File: src/rtl/illop_pkg.sv
package illop_pkg;

  localparam int unsigned XLEN = 32;

  // Bit mask of the bits that trap entry forces to one.
  function automatic logic [XLEN-1:0] trap_set_mask(input int unsigned np_bit,
                                                    input int unsigned ep_bit,
                                                    input int unsigned id_bit);
    logic [XLEN-1:0] m;
    m = '0;
    m[np_bit] = 1'b1;
    m[ep_bit] = 1'b1;
    m[id_bit] = 1'b1;
    return m;
  endfunction

  // Pulls an unsigned field out of a word.
  function automatic logic [XLEN-1:0] field_of(input logic [XLEN-1:0] word,
                                               input int unsigned lsb,
                                               input int unsigned width);
    logic [XLEN-1:0] ones;
    ones = (XLEN'(1) << width) - XLEN'(1);
    return (word >> lsb) & ones;
  endfunction

endpackage

File: src/rtl/illop_match.sv
module illop_match
  import illop_pkg::*;
#(
  parameter int unsigned OPC_LSB = 5,
  parameter int unsigned OPC_W   = 6,
  parameter int unsigned SUB_LSB = 23,
  parameter int unsigned SUB_W   = 4,
  parameter int unsigned SUB_MIN = 7,
  parameter int unsigned SEP_BIT = 16
) (
  input  logic [XLEN-1:0] insn_i,
  output logic            opc_hit_o,
  output logic            sub_hit_o,
  output logic            sep_hit_o,
  output logic            match_o
);
  localparam logic [XLEN-1:0] OPC_ALL = (XLEN'(1) << OPC_W) - XLEN'(1);

  logic [XLEN-1:0] opc_f;
  logic [XLEN-1:0] sub_f;

  assign opc_f     = field_of(insn_i, OPC_LSB, OPC_W);
  assign sub_f     = field_of(insn_i, SUB_LSB, SUB_W);
  assign opc_hit_o = (opc_f == OPC_ALL);
  assign sep_hit_o = ~insn_i[SEP_BIT];

  generate
    if (SUB_MIN == 0) begin : g_sub_any
      assign sub_hit_o = 1'b1;
    end else begin : g_sub_cmp
      assign sub_hit_o = (sub_f >= XLEN'(SUB_MIN));
    end
  endgenerate

  assign match_o = opc_hit_o & sub_hit_o & sep_hit_o;
endmodule

File: src/rtl/illop_psw_mask.sv
module illop_psw_mask
  import illop_pkg::*;
#(
  parameter int unsigned NP_BIT = 7,
  parameter int unsigned EP_BIT = 6,
  parameter int unsigned ID_BIT = 5
) (
  input  logic [XLEN-1:0] psw_i,
  output logic [XLEN-1:0] psw_o
);
  localparam logic [XLEN-1:0] SET_M = trap_set_mask(NP_BIT, EP_BIT, ID_BIT);

  for (genvar b = 0; b < XLEN; b++) begin : g_bit
    if (SET_M[b]) begin : g_force
      assign psw_o[b] = 1'b1;
    end else begin : g_pass
      assign psw_o[b] = psw_i[b];
    end
  end
endmodule

File: src/rtl/illop_shadow.sv
module illop_shadow
  import illop_pkg::*;
#(
  parameter logic [XLEN-1:0] VECTOR = 32'h0000_0060
) (
  input  logic            clk_i,
  input  logic            rst_ni,
  input  logic            take_i,
  input  logic [XLEN-1:0] pc_i,
  input  logic [XLEN-1:0] psw_i,
  input  logic [XLEN-1:0] psw_masked_i,
  output logic            trap_taken_o,
  output logic [XLEN-1:0] new_pc_o,
  output logic [XLEN-1:0] new_psw_o,
  output logic [XLEN-1:0] dbpc_o,
  output logic [XLEN-1:0] dbpsw_o
);
  always_ff @(posedge clk_i or negedge rst_ni) begin
    if (!rst_ni) begin
      trap_taken_o <= 1'b0;
      new_pc_o     <= '0;
      new_psw_o    <= '0;
      dbpc_o       <= '0;
      dbpsw_o      <= '0;
    end else begin
      trap_taken_o <= take_i;
      if (take_i) begin
        dbpc_o    <= pc_i;
        dbpsw_o   <= psw_i;
        new_psw_o <= psw_masked_i;
        new_pc_o  <= VECTOR;
      end
    end
  end
endmodule

File: src/rtl/illop_trap_unit.sv
module illop_trap_unit
  import illop_pkg::*;
#(
  parameter int unsigned      OPC_LSB = 5,
  parameter int unsigned      OPC_W   = 6,
  parameter int unsigned      SUB_LSB = 23,
  parameter int unsigned      SUB_W   = 4,
  parameter int unsigned      SUB_MIN = 7,
  parameter int unsigned      SEP_BIT = 16,
  parameter int unsigned      NP_BIT  = 7,
  parameter int unsigned      EP_BIT  = 6,
  parameter int unsigned      ID_BIT  = 5,
  parameter logic [XLEN-1:0]  VECTOR  = 32'h0000_0060
) (
  input  logic            clk_i,
  input  logic            rst_ni,
  input  logic [XLEN-1:0] insn_i,
  input  logic            exec_i,
  input  logic [XLEN-1:0] pc_i,
  input  logic [XLEN-1:0] psw_i,
  output logic            trap_taken_o,
  output logic [XLEN-1:0] new_pc_o,
  output logic [XLEN-1:0] new_psw_o,
  output logic [XLEN-1:0] dbpc_o,
  output logic [XLEN-1:0] dbpsw_o
);
  // Named internal events, brought out for the checker.
  logic            opc_hit_w;
  logic            sub_hit_w;
  logic            sep_hit_w;
  logic            match_w;
  logic            take_w;
  logic [XLEN-1:0] psw_masked_w;

  illop_match #(
    .OPC_LSB(OPC_LSB), .OPC_W(OPC_W), .SUB_LSB(SUB_LSB),
    .SUB_W(SUB_W), .SUB_MIN(SUB_MIN), .SEP_BIT(SEP_BIT)
  ) u_match (
    .insn_i   (insn_i),
    .opc_hit_o(opc_hit_w),
    .sub_hit_o(sub_hit_w),
    .sep_hit_o(sep_hit_w),
    .match_o  (match_w)
  );

  assign take_w = exec_i & match_w;

  illop_psw_mask #(
    .NP_BIT(NP_BIT), .EP_BIT(EP_BIT), .ID_BIT(ID_BIT)
  ) u_mask (
    .psw_i(psw_i),
    .psw_o(psw_masked_w)
  );

  illop_shadow #(
    .VECTOR(VECTOR)
  ) u_shadow (
    .clk_i       (clk_i),
    .rst_ni      (rst_ni),
    .take_i      (take_w),
    .pc_i        (pc_i),
    .psw_i       (psw_i),
    .psw_masked_i(psw_masked_w),
    .trap_taken_o(trap_taken_o),
    .new_pc_o    (new_pc_o),
    .new_psw_o   (new_psw_o),
    .dbpc_o      (dbpc_o),
    .dbpsw_o     (dbpsw_o)
  );
endmodule

File: config.mk
export PLATFORM = sky130hd
export DESIGN_NAME = illop_trap_unit
export DESIGN_NICKNAME = d
export VERILOG_FILES = /design/src/rtl/illop_pkg.sv /design/src/rtl/illop_match.sv /design/src/rtl/illop_psw_mask.sv /design/src/rtl/illop_shadow.sv /design/src/rtl/illop_trap_unit.sv
export SDC_FILE = /design/constraint.sdc
export NUM_CORES = 1
export LEC_CHECK = 0
export ABC_AREA = 1
export BUFFER_PORTS_ARGS = -buffer_cell sky130_fd_sc_hd__buf_4
export CAP_MARGIN = 10
export CORE_ASPECT_RATIO = 1.75
export CORE_MARGIN = 2
export CORE_UTILIZATION = 45
export CTS_BUF_LIST = sky130_fd_sc_hd__clkbuf_4 sky130_fd_sc_hd__clkbuf_8 sky130_fd_sc_hd__clkbuf_16
export DETAILED_ROUTE_END_ITERATION = 8
export PLACE_DENSITY = 0.84
export SLEW_MARGIN = 20
export SYNTH_ARGS = -nofsm -noshare
export SYNTH_HDL_FRONTEND = slang
export SYNTH_SLANG_ARGS = --single-unit
File: constraint.sdc
create_clock -name clk_i -period 1.15 [get_ports clk_i]
set_input_delay 0.0575 -clock clk_i [delete_from_list [all_inputs] [get_ports clk_i]]
set_output_delay 0.0575 -clock clk_i [all_outputs]
set_load 0.02 [all_outputs]
==> impl_metrics.yaml <==
floorplanning:
  dieArea_um2: 7970
  initial_core_util_pct: 45.7
  rows: 41
  die_h_um: 117
  die_w_um: 68.4
  ioPinCount: 228
  core_area_um2: 7130
clock_tree:
  path_clk_slew_ps: 50
  worstSkewPairLatency_ps: 320
  cts_root_buf: "clkbuf_16"
  clkSinkCount: 66
  cts_resized: 0
  clock_path_buffers: 2
  cts_post_setup_buffers_inserted: 0
  holdBufCountCts: 52
  numCtsBuffers: 9
  cts_max_level: 3
  tritoncts: "yes"
sta:
  finalSetupTns_ps: 0
  rsz0062_at_grt: "no"
  finClkSkew_ps: 0
  post-route-period-util_pct: 86.5
  timing.fmax_ghz: 1.01
  setup_viol_count_final: 0
  maxSlewViolCount: 0
  finalHoldViolations: 0
  min_period_ps: 994
setup_path:
  start_kind: "register"
  critPathMaxFanout: 6
  crit_type: "reg2out"
  endpoint_kind: "primary output"
  crit_buf_inv: 1
  r2r_slack_ps: 480
  cp.required_ps: 1090
  path_cells: "buf_4"
  crit_slowest_cell: "dfrtp_1"
  critPathTopFamily: "flip-flops"
  worst_path_largest_cell_delay_ps: 430
  worstPathArrival_ps: 940
run:
  drv_cap: 0
global_routing:
  grt_pass1_wl_um: 14600
  grtUsageTotal_pct: 24.7
  grt_overflow_total: 0
  antenna_found_initial: 0
  grt_max_degree: 67
  grt_pass1_vias: 3081
route:
  drc_errors: 0
  post_drt_wl_per_cell_um: 15.0
  drt_iter0_drc: 178
  routed_via_density: 5.05
  drtPass1Iterations: 4
  antenna_left: 0
  drt_wl_total_um: 9660
  vias: 3250
yosys:
  ys_seq_elements: 66
  synth_top_area_share_pct: 50.6
  netlist_top_cells_area: "dfrtp_1, buf_4, nand2_1"
  synthesis.area_um2: 3260
  yosysTopAreaCell: "dfrtp_1"
  avgSynthCellArea_um2: 8.96
  synth_warnings: 0
  synth.distinct_cells: 13
  netlist_instances: 364
  synth-seq-area-share_pct: 50.6
cells_and_area:
  n_fill_cell: 515
  final_common_cell: "buf_4"
  final_area_um2: 5080
  diodes: 0
  multi_input_area_um2: 1060
  nNetsFinal: 651
  areaGrowthSynthToFinish_pct: 55.8
  regArea_um2: 1650
  mostFrequentLayoutCells: "buf_4, nand2_1, dfrtp_1, nand4_1, dlygate4sd3_1"
  drive_gt1_share_pct: 37.3
  final_util_pct: 71.3
pwr:
  leakage_nw: 2.91
  p_per_area_nw_per_um2: 1250
  ir_drop_mv: 0.830
placed_design:
  dp_hpwl_um: 6100
  place_congestion: 0.767
  place_area_um2: 4270
  port-buffer-count: 176
min_path:
  hp-class: "in2reg"
status:
  status: "complete, no violations"
path summary, 6_finish.rpt:
path	startpoint	endpoint	cells past startpoint
setup / recovery	u_shadow.new_psw_o[7]$_DFFE_PN0P_	new_psw_o[5]	1
hold reg to reg	u_shadow.dbpc_o[3]$_DFFE_PN0P_	u_shadow.dbpc_o[3]$_DFFE_PN0P_	2
setup reg to reg	u_shadow.dbpsw_o[21]$_DFFE_PN0P_	u_shadow.dbpsw_o[21]$_DFFE_PN0P_	2
min in group asynchronous	rst_ni	u_shadow.dbpc_o[2]$_DFFE_PN0P_	3
hold / removal	psw_i[4]	u_shadow.dbpsw_o[4]$_DFFE_PN0P_	3
max in group asynchronous	rst_ni	u_shadow.dbpc_o[18]$_DFFE_PN0P_	3
synthesized netlist by cell type (all sizes together):
library cell / n
buf: 89
clkbuf: 2
conb: 1
dfrtp: 66
inv: 4
nand2: 134
nand3: 2
nand4: 64
nor2: 2
sequential cells by signal (all words and copies together), names as in the netlist:
signal	flops
u_shadow.trap_taken_o	1
u_shadow.new_psw_o	1
u_shadow.dbpc_o	32
u_shadow.dbpsw_o	32
layer usage:
metal / GRT usage [%] / vias to the layer above / routed length [um] / share of wire (%)
met5: 0 / - / 0 / 0
met4: 14.7 / 0 / 421 / 4.4
met3: 5.59 / 37 / 663 / 6.9
met2: 42.2 / 184 / 5180 / 54
met1: 27.1 / 1543 / 3390 / 35
li1: - / 1486 / - / -
stage by stage:
step	power, mW	std cells	hold WS, ps	setup slack, ps
after global placement	3.62	575	81.9	153
after CTS	6.40	643	1.85	146
after detailed placement	3.64	575	87.9	107
final	6.36	643	5.36	156
after floorplan	3.20	393	-238	315
after global routing	6.60	643	6.22	123
layout make-up:
cell class | count | area share [%]
sequential | 66 | 32.5
multi-input combinational | 232 | 20.8
inverter | 4 | 0.295
clock inverter | 2 | 0.197
clock buffer | 14 | 5.54
timing repair buffer | 239 | 38.6
tap | 86 | 2.12
power by group:
group | leakage [nW] | total, mW | switching [mW] | internal [mW]
Combinational | 1.85 | 1.23 | 0.661 | 0.568
Sequential | 0.904 | 2.54 | 0.0882 | 2.45
Clock | 0.149 | 2.60 | 0.925 | 1.67
logic make-up (layout without fill, tap and decap cells):
kind of cell	after synthesis	count (layout)	share of synthesized area [%]
AND/OR/NAND/NOR	202	202	28.3
buffers and inverters	95	259	20.9
flip-flops	66	66	50.6
other	1	30	0.115
Note: power is estimated with default switching activity, not from simulation.
